[config.mk]
export PLATFORM = sky130hd
export DESIGN_NAME = garage_door_ctrl
export DESIGN_NICKNAME = d
export VERILOG_FILES = /design/src/rtl/gd_pkg.sv /design/src/rtl/gd_press_detect.sv /design/src/rtl/gd_motion_fsm.sv /design/src/rtl/gd_light_timer.sv /design/src/rtl/garage_door_ctrl.sv
export SDC_FILE = /design/constraint.sdc
export NUM_CORES = 1
export LEC_CHECK = 0
export ABC_AREA = 1
export BUFFER_PORTS_ARGS = -buffer_cell sky130_fd_sc_hd__buf_2
export CAP_MARGIN = 20
export CORE_ASPECT_RATIO = 0.8
export CORE_UTILIZATION = 35
export DETAILED_ROUTE_END_ITERATION = 10
export PLACE_DENSITY_LB_ADDON = 0.2
export RECOVER_POWER = 25
export SLEW_MARGIN = 25
export SYNTH_ARGS = -nofsm -noshare
export SYNTH_HDL_FRONTEND = slang
export SYNTH_SLANG_ARGS = --single-unit
[constraint.sdc]
create_clock -name clk -period 2.8 [get_ports clk]
set_clock_uncertainty 0.05 [all_clocks]
set_input_delay 0.28 -clock clk [delete_from_list [all_inputs] [get_ports clk]]
set_output_delay 0.28 -clock clk [all_outputs]
set_load 0.01 [all_outputs]
[src/rtl/gd_pkg.sv]
package gd_pkg;
    typedef enum logic [2:0] {
        ST_BOOT,
        ST_CLOSED,
        ST_OPEN,
        ST_OPENING,
        ST_CLOSING,
        ST_HOLD_UP,
        ST_HOLD_DN,
        ST_REVERSE
    } door_state_e;
endpackage

[src/rtl/gd_press_detect.sv]
module gd_press_detect #(
    parameter int N_BTN = 2
) (
    input  logic             clk,
    input  logic             rst_n,
    input  logic [N_BTN-1:0] btn,
    output logic             press
);
    logic [N_BTN-1:0] prev_q;
    logic [N_BTN-1:0] rise;

    // prev resets high: a button held through reset is not a press
    always_ff @(posedge clk or negedge rst_n) begin
        if (!rst_n) prev_q <= '1;
        else        prev_q <= btn;
    end

    generate
        for (genvar i = 0; i < N_BTN; i++) begin : g_edge
            assign rise[i] = btn[i] & ~prev_q[i];
        end
    endgenerate

    assign press = |rise;
endmodule

[src/rtl/gd_motion_fsm.sv]
module gd_motion_fsm
    import gd_pkg::*;
(
    input  logic clk,
    input  logic rst_n,
    input  logic press,
    input  logic lim_top,
    input  logic lim_bot,
    input  logic beam_cut,
    output logic motor_up,
    output logic motor_dn,
    output logic run_done
);
    door_state_e state_q, state_d;

    always_ff @(posedge clk or negedge rst_n) begin
        if (!rst_n) state_q <= ST_BOOT;
        else        state_q <= state_d;
    end

    // next state; limit switch beats beam, beam beats press
    always_comb begin
        state_d  = state_q;
        run_done = 1'b0;
        unique case (state_q)
            ST_BOOT:    state_d = lim_bot ? ST_CLOSED : ST_HOLD_UP;
            ST_CLOSED:  if (press) state_d = ST_OPENING;
            ST_OPEN:    if (press) state_d = ST_CLOSING;
            ST_HOLD_UP: if (press) state_d = ST_OPENING;
            ST_HOLD_DN: if (press) state_d = ST_CLOSING;
            ST_OPENING: begin
                if (lim_top) begin
                    state_d  = ST_OPEN;
                    run_done = 1'b1;
                end else if (press) begin
                    state_d = ST_HOLD_DN;
                end
            end
            ST_CLOSING: begin
                if (lim_bot) begin
                    state_d  = ST_CLOSED;
                    run_done = 1'b1;
                end else if (beam_cut) begin
                    state_d = ST_REVERSE;
                end else if (press) begin
                    state_d = ST_HOLD_UP;
                end
            end
            ST_REVERSE: state_d = ST_OPENING;
            default:    state_d = ST_BOOT;
        endcase
    end

    // outputs from state only
    always_comb begin
        motor_up = 1'b0;
        motor_dn = 1'b0;
        unique case (state_q)
            ST_OPENING: motor_up = 1'b1;
            ST_CLOSING: motor_dn = 1'b1;
            default: begin
                motor_up = 1'b0;
                motor_dn = 1'b0;
            end
        endcase
    end
endmodule

[src/rtl/gd_light_timer.sv]
module gd_light_timer #(
    parameter int LIGHT_TICKS = 300
) (
    input  logic clk,
    input  logic rst_n,
    input  logic start,
    input  logic tick,
    output logic light_on
);
    localparam int CW = $clog2(LIGHT_TICKS + 1);
    localparam logic [CW-1:0] LOAD = CW'(LIGHT_TICKS);

    logic [CW-1:0] remain_q;

    always_ff @(posedge clk or negedge rst_n) begin
        if (!rst_n)                         remain_q <= '0;
        else if (start)                     remain_q <= LOAD;
        else if (tick && remain_q != '0)    remain_q <= remain_q - 1'b1;
    end

    assign light_on = (remain_q != '0);
endmodule

[src/rtl/garage_door_ctrl.sv]
module garage_door_ctrl #(
    parameter int LIGHT_TICKS = 300
) (
    input  logic clk,
    input  logic rst_n,
    input  logic tick,
    input  logic btn_wall,
    input  logic btn_remote,
    input  logic lim_top,
    input  logic lim_bot,
    input  logic beam_cut,
    output logic motor_up,
    output logic motor_dn,
    output logic light_on
);
    logic press;
    logic run_done;

    gd_press_detect #(.N_BTN(2)) u_press (
        .clk   (clk),
        .rst_n (rst_n),
        .btn   ({btn_remote, btn_wall}),
        .press (press)
    );

    gd_motion_fsm u_fsm (
        .clk      (clk),
        .rst_n    (rst_n),
        .press    (press),
        .lim_top  (lim_top),
        .lim_bot  (lim_bot),
        .beam_cut (beam_cut),
        .motor_up (motor_up),
        .motor_dn (motor_dn),
        .run_done (run_done)
    );

    gd_light_timer #(.LIGHT_TICKS(LIGHT_TICKS)) u_light (
        .clk      (clk),
        .rst_n    (rst_n),
        .start    (run_done),
        .tick     (tick),
        .light_on (light_on)
    );
endmodule

# Yosys cells after proc, flatten, opt, wreduce, memory -nomap -nowiden

Index checks and enable logic that the tools add are counted.

Output and inout bits: 3
Input bits: 8
Register bits: 14

Bitwise logic cells: 4
$add $sub $neg: 1
Multiplexer cells: 16
Eq/ne operators: 11
Reduce and logical (&&, ||, !) cells: 8

Operators by type and width:

| cell                                                                  | count |
|---|---|
| 3-bit 2-to-1 mux                                                      | 8 |
| 9-bit 2-to-1 mux                                                      | 2 |
| 3-bit case mux with 6 select lines                                    | 1 |
| 3-bit equality test, second input constant                            | 4 |
| 9-bit nonzero test                                                    | 1 |
| 9-bit by 1-bit subtractor with 9-bit output, second input constant    | 1 |
| 3-bit by 2-bit equality test with 1-bit output, second input constant | 2 |
| 2-bit OR reduction                                                    | 3 |
| 1-bit 2-to-1 mux                                                      | 4 |
| 2-bit by 1-bit != test with 1-bit output, second input constant       | 2 |
| 4-bit != test, second input constant                                  | 1 |
| 4-bit AND reduction                                                   | 1 |
| 3-bit by 1-bit equality test with 1-bit output, second input constant | 1 |
| 3-bit logical NOT                                                     | 1 |
| 3-bit != test, second input constant                                  | 1 |
| 1-bit AND                                                             | 2 |
| 1-bit inverter                                                        | 2 |
| 1-bit case mux with 2 select lines                                    | 1 |
| 2-bit nonzero test                                                    | 1 |
| 1-bit logical AND                                                     | 1 |

# Depth between registers and ports, before layout

Depth in word-level cells: 7
Gate-level depth with buffers: 9
Mapped depth without buffers: 9

# Cells and area by module

A second synthesis with hierarchy kept.

Cells, all modules: 130
Area, all modules: 922.1 µm²

By module, submodules not included:

| module          | times used | area each (µm²) | cells an instance | sequential area each (µm²) |
|---|---|---|---|---|
| gd_light_timer  | 1          | 605.6           | 82                | 225.2 |
| gd_motion_fsm   | 1          | 245.2           | 41                | 75.1 |
| gd_press_detect | 1          | 71.3            | 7                 | 52.6 |

# Worst setup path before layout

OpenSTA, ideal clock, no wires.

Kind: reg-to-reg
Start point: register u_light.remain_q[0]
End point: register u_light.remain_q[2]
Setup slack: 1.345 ns
Period minus slack after synthesis: 1.455 ns
Data required time: 2.634 ns
Data arrival time: 1.289 ns
Library setup time: 0.116 ns
Cell stages (with the launch flop): 10
Cell sequence: dfrtp_1 -> inv_1 -> ha_1 -> nand2_2 -> nor2_2 -> nand2_2 -> nand2_4 -> nand2_4 -> nand2_1 -> nand2_1

Cells in the longest elaborated chain, start to end: 3

RTL lines:

| what                         | RTL line               | text |
|---|---|---|
| start: declaration           | gd_light_timer.sv:13   | `logic [CW-1:0] remain_q;` |
| start signal: assignment     | gd_light_timer.sv:18   | `else if (tick && remain_q != '0) remain_q <= remain_q - 1'b1;` |
| 9-bit nonzero test           | -                      |  |
| via light_on                 | garage_door_ctrl.sv:14 | `output logic light_on` |
| 1-bit logical AND            | gd_light_timer.sv:18   |  |
| 2-bit nonzero test (no line) | -                      |  |

The timed path passes the listed nets, and every way through them passes these cells. The select of a mux whose other input is x is not followed.
A chain may end at the register's enable or synchronous reset.

# Worst setup path after layout

Start point: register u_light.remain_q[0]
End point: output light_on

Cells in the longest elaborated chain, start to end: 1

RTL lines:

| what               | RTL line               | text |
|---|---|---|
| 9-bit nonzero test | gd_light_timer.sv:21   | `assign light_on = (remain_q != '0);` |
| end: declaration   | garage_door_ctrl.sv:14 |  |

Every way passes these cells.

==> out/results.txt <==
Clock latency on the worst-skew pair -> 0.28 ns
Ratio of cells with drive above 1 in the final layout -> 19.3%
DP Worst Slack -> 1.24 ns
Setup tns final -> 0 ns
Commonest non-fill, non-tap cell in the layout -> nand2_1
I/O Pins -> 11
Congestion Overflow GR -> 0
Post-synthesis compound-gate area fraction -> 4.07%
Clk pin slew, worst setup/hold paths -> 0.10 ns
Core area -> 2270 um^2
Yosys reg bits -> 14
Final WS setup -> 0.923 ns
Remaining DRCs -> 0
Final HPWL DP -> 1310 um
Layout Cells excl Fill -> 174
Largest family of logic cells by synthesized area -> simple AND/OR/NAND/NOR gates
Min Tclk post-route -> 1.88 ns
Initial antenna violation count -> 0
Period utilisation layout -> 67.1%
Slowest stage delay, CP -> 0.39 ns
Kind of critical path -> flip-flop to output port
Number of antenna diodes -> 0
Hold_buf cts -> 1
Setup-failing EPs final -> 0
Initial Util -> 39.2%
Slowest CP cell -> dfrtp_1
Clock sink count -> 14
DRT Pass-1 Iters -> 4
Unrepaired setup endpoints after global routing -> false
Clk buf depth -> 2
Distinct cell type count after synthesis -> 21
DRT antenna net count -> 0
CTS Buf Count -> 3
Crit path max-delay family -> flip-flops
Multiplexer share of the synthesized area -> 0%
DIE AREA -> 2750 um^2
Vias in the first global route -> 715
Power Dens Cells -> 1060 nW/um^2
Post-Synth Adder-Cell Area -> 1.40%
Top cell by count, worst path -> nand2_2
Element type at the critical path end -> output port
Pins Over Slew Limit -> 0
Total power -> 1.08 mW
Hold Vio Cnt, Final -> 0
Multi-input combinational cell area -> 453 um^2
MaxCap Viol Count -> 0
Chip height -> 47.1 um
Worst Path Required -> 2.47 ns
Leakage -> 0.538 nW
CTS root buf -> clkbuf_4
Post-Syn Area -> 891 um^2
Seq/Total Area, Yosys -> 39.6%
Post-CTS Resized -> 0
Die W -> 58.4 um
Worst Hold Class -> input port to flip-flop
H-tree levels -> 1
Fmax -> 0.533 GHz
Drt via density -> 4.74
IO buf count -> 10
Peak VDD IR -> 0.280 mV
First-pass GRT wire length -> 3000 um
Total Routed Length -> 1760 um
Most frequent cells in the layout -> nand2_1, nand3_1, inv_1
Crit path max fanout -> 5
Cells after Synth -> 126
Post CTS Setup Buffer Count -> 0
Synthesized-area fraction occupied by and/or/nand/nor cells -> 44.4%
CP bufs+invs -> 2
DR iter-0 viols -> 32
Register area -> 353 um^2
Status -> finished, final reports clean
Fill cells -> 231
Slew margin rel. -> 49.2%
GPL Wtd Cong -> 0.808
Data arrival, critical path -> 1.55 ns
Xor/xnor share of the synthesized area -> 0.983%
Worst-Margin Slew -> 0.761 ns
Vias -> 825
Ys Warns -> 0
Crit start category -> flip-flop
Cells after DPL -> 169
Avg Cell Area, Syn -> 7.07 um^2
Cell Chain, Critical Path -> inv_1, ha_1, nand2_2, nor2_2, nand2_2, buf_2
# nets final -> 150
GRT Total Usage -> 14.9%
Area grow syn2layout -> 14.2%
FP Rows -> 15
Largest net degree at the start of global routing -> 15
CTS tree -> yes
Syn Nets -> 135
WL/cell -> 10.1 um
-- Yosys cell counts --
| library cell | count | area [um^2] |
|---|---|---|
| a21oi_1 | 2 | 10.0 |
| nand4_1 | 3 | 18.8 |
| or2_1 | 1 | 6.26 |
| nor2_4 | 1 | 11.3 |
| o22ai_1 | 1 | 6.26 |
| xor2_1 | 1 | 8.76 |
| nand2_4 | 3 | 33.8 |
| inv_1 | 18 | 67.6 |
| nand3_1 | 20 | 100 |
| ha_1 | 1 | 12.5 |
| nand2_2 | 4 | 25.0 |
| nor2_1 | 14 | 52.6 |
| o21ai_0 | 3 | 15.0 |
| buf_6 | 1 | 11.3 |
| dfrtp_1 | 12 | 300 |
| dfstp_2 | 2 | 52.6 |
| inv_4 | 1 | 6.26 |
| o21ai_1 | 1 | 5.00 |
| nand2_1 | 33 | 124 |
| nor2_2 | 3 | 18.8 |
| nor3_1 | 1 | 5.00 |
-- layout make-up --
| class | instances | area share [%] |
|---|---|---|
| tap | 34 | 4.18 |
| inverter | 19 | 7.26 |
| sequential | 14 | 34.7 |
| clock buffer | 4 | 3.57 |
| timing repair buffer | 11 | 5.78 |
| multi-input combinational | 92 | 44.5 |
-- cells by family after synthesis --
group                      Yosys count
and+or+nand+nor                     83
buffers and inverters               20
DFF                                 14
AOI/OAI and AO/OA                    7
xor gates and xnor gates             1
adders and majority gates            1
-- metrics by stage --
| stage | hold slack (ns) | utilization, % | cell area (um^2) |
|---|---|---|---|
| 3_3_place_gp | 0.144 | 42.8 | 972 |
| 5_1_grt | 0.0341 | 44.8 | 1020 |
| 2_1_floorplan | -0.0656 | - | 891 |
| 4_1_cts | 0.0428 | 44.8 | 1020 |
| 6_report | 0.0565 | 44.8 | 1020 |
| 3_5_place_dp | 0.143 | 42.8 | 972 |
-- flip-flops by register name (all words and copies together), names as in the netlist --
| register | flops |
|---|---|
| u_light.remain_q | 9 |
| u_fsm.state_q | 3 |
| u_press.prev_q | 2 |
-- power by group --
group | leakage (nW) | switching [mW] | internal [mW] | total [mW]
clock network | 0.0210 | 0.0698 | 0.0791 | 0.149
logic | 0.351 | 0.341 | 0.198 | 0.538
registers | 0.167 | 0.0998 | 0.288 | 0.388
-- metal layers --
metal  vias up  wire length, um  track usage (%)
met4         0                9             2.86
met1       369              966             21.1
met2        24              704             22.5
li1        430                -                -
met5         -                0                0
met3         2               82             4.96
-- final timing paths --
| path | start | end | slack, ns | cells after the start |
|---|---|---|---|---|
| min in group asynchronous | rst_n | u_fsm.state_q[2] | 0.52 | 2 |
| min | btn_remote | u_press.prev_q[1] | 0.06 | 1 |
| min reg2reg | u_light.remain_q[0] | u_light.remain_q[0] | 0.47 | 2 |
| max | u_light.remain_q[0] | light_on | 0.92 | 6 |
| max reg2reg | u_light.remain_q[0] | u_light.remain_q[5] | 1.21 | 9 |
| max in group asynchronous | rst_n | u_light.remain_q[5] | 1.70 | 2 |
(Power assumes the default switching activity.)
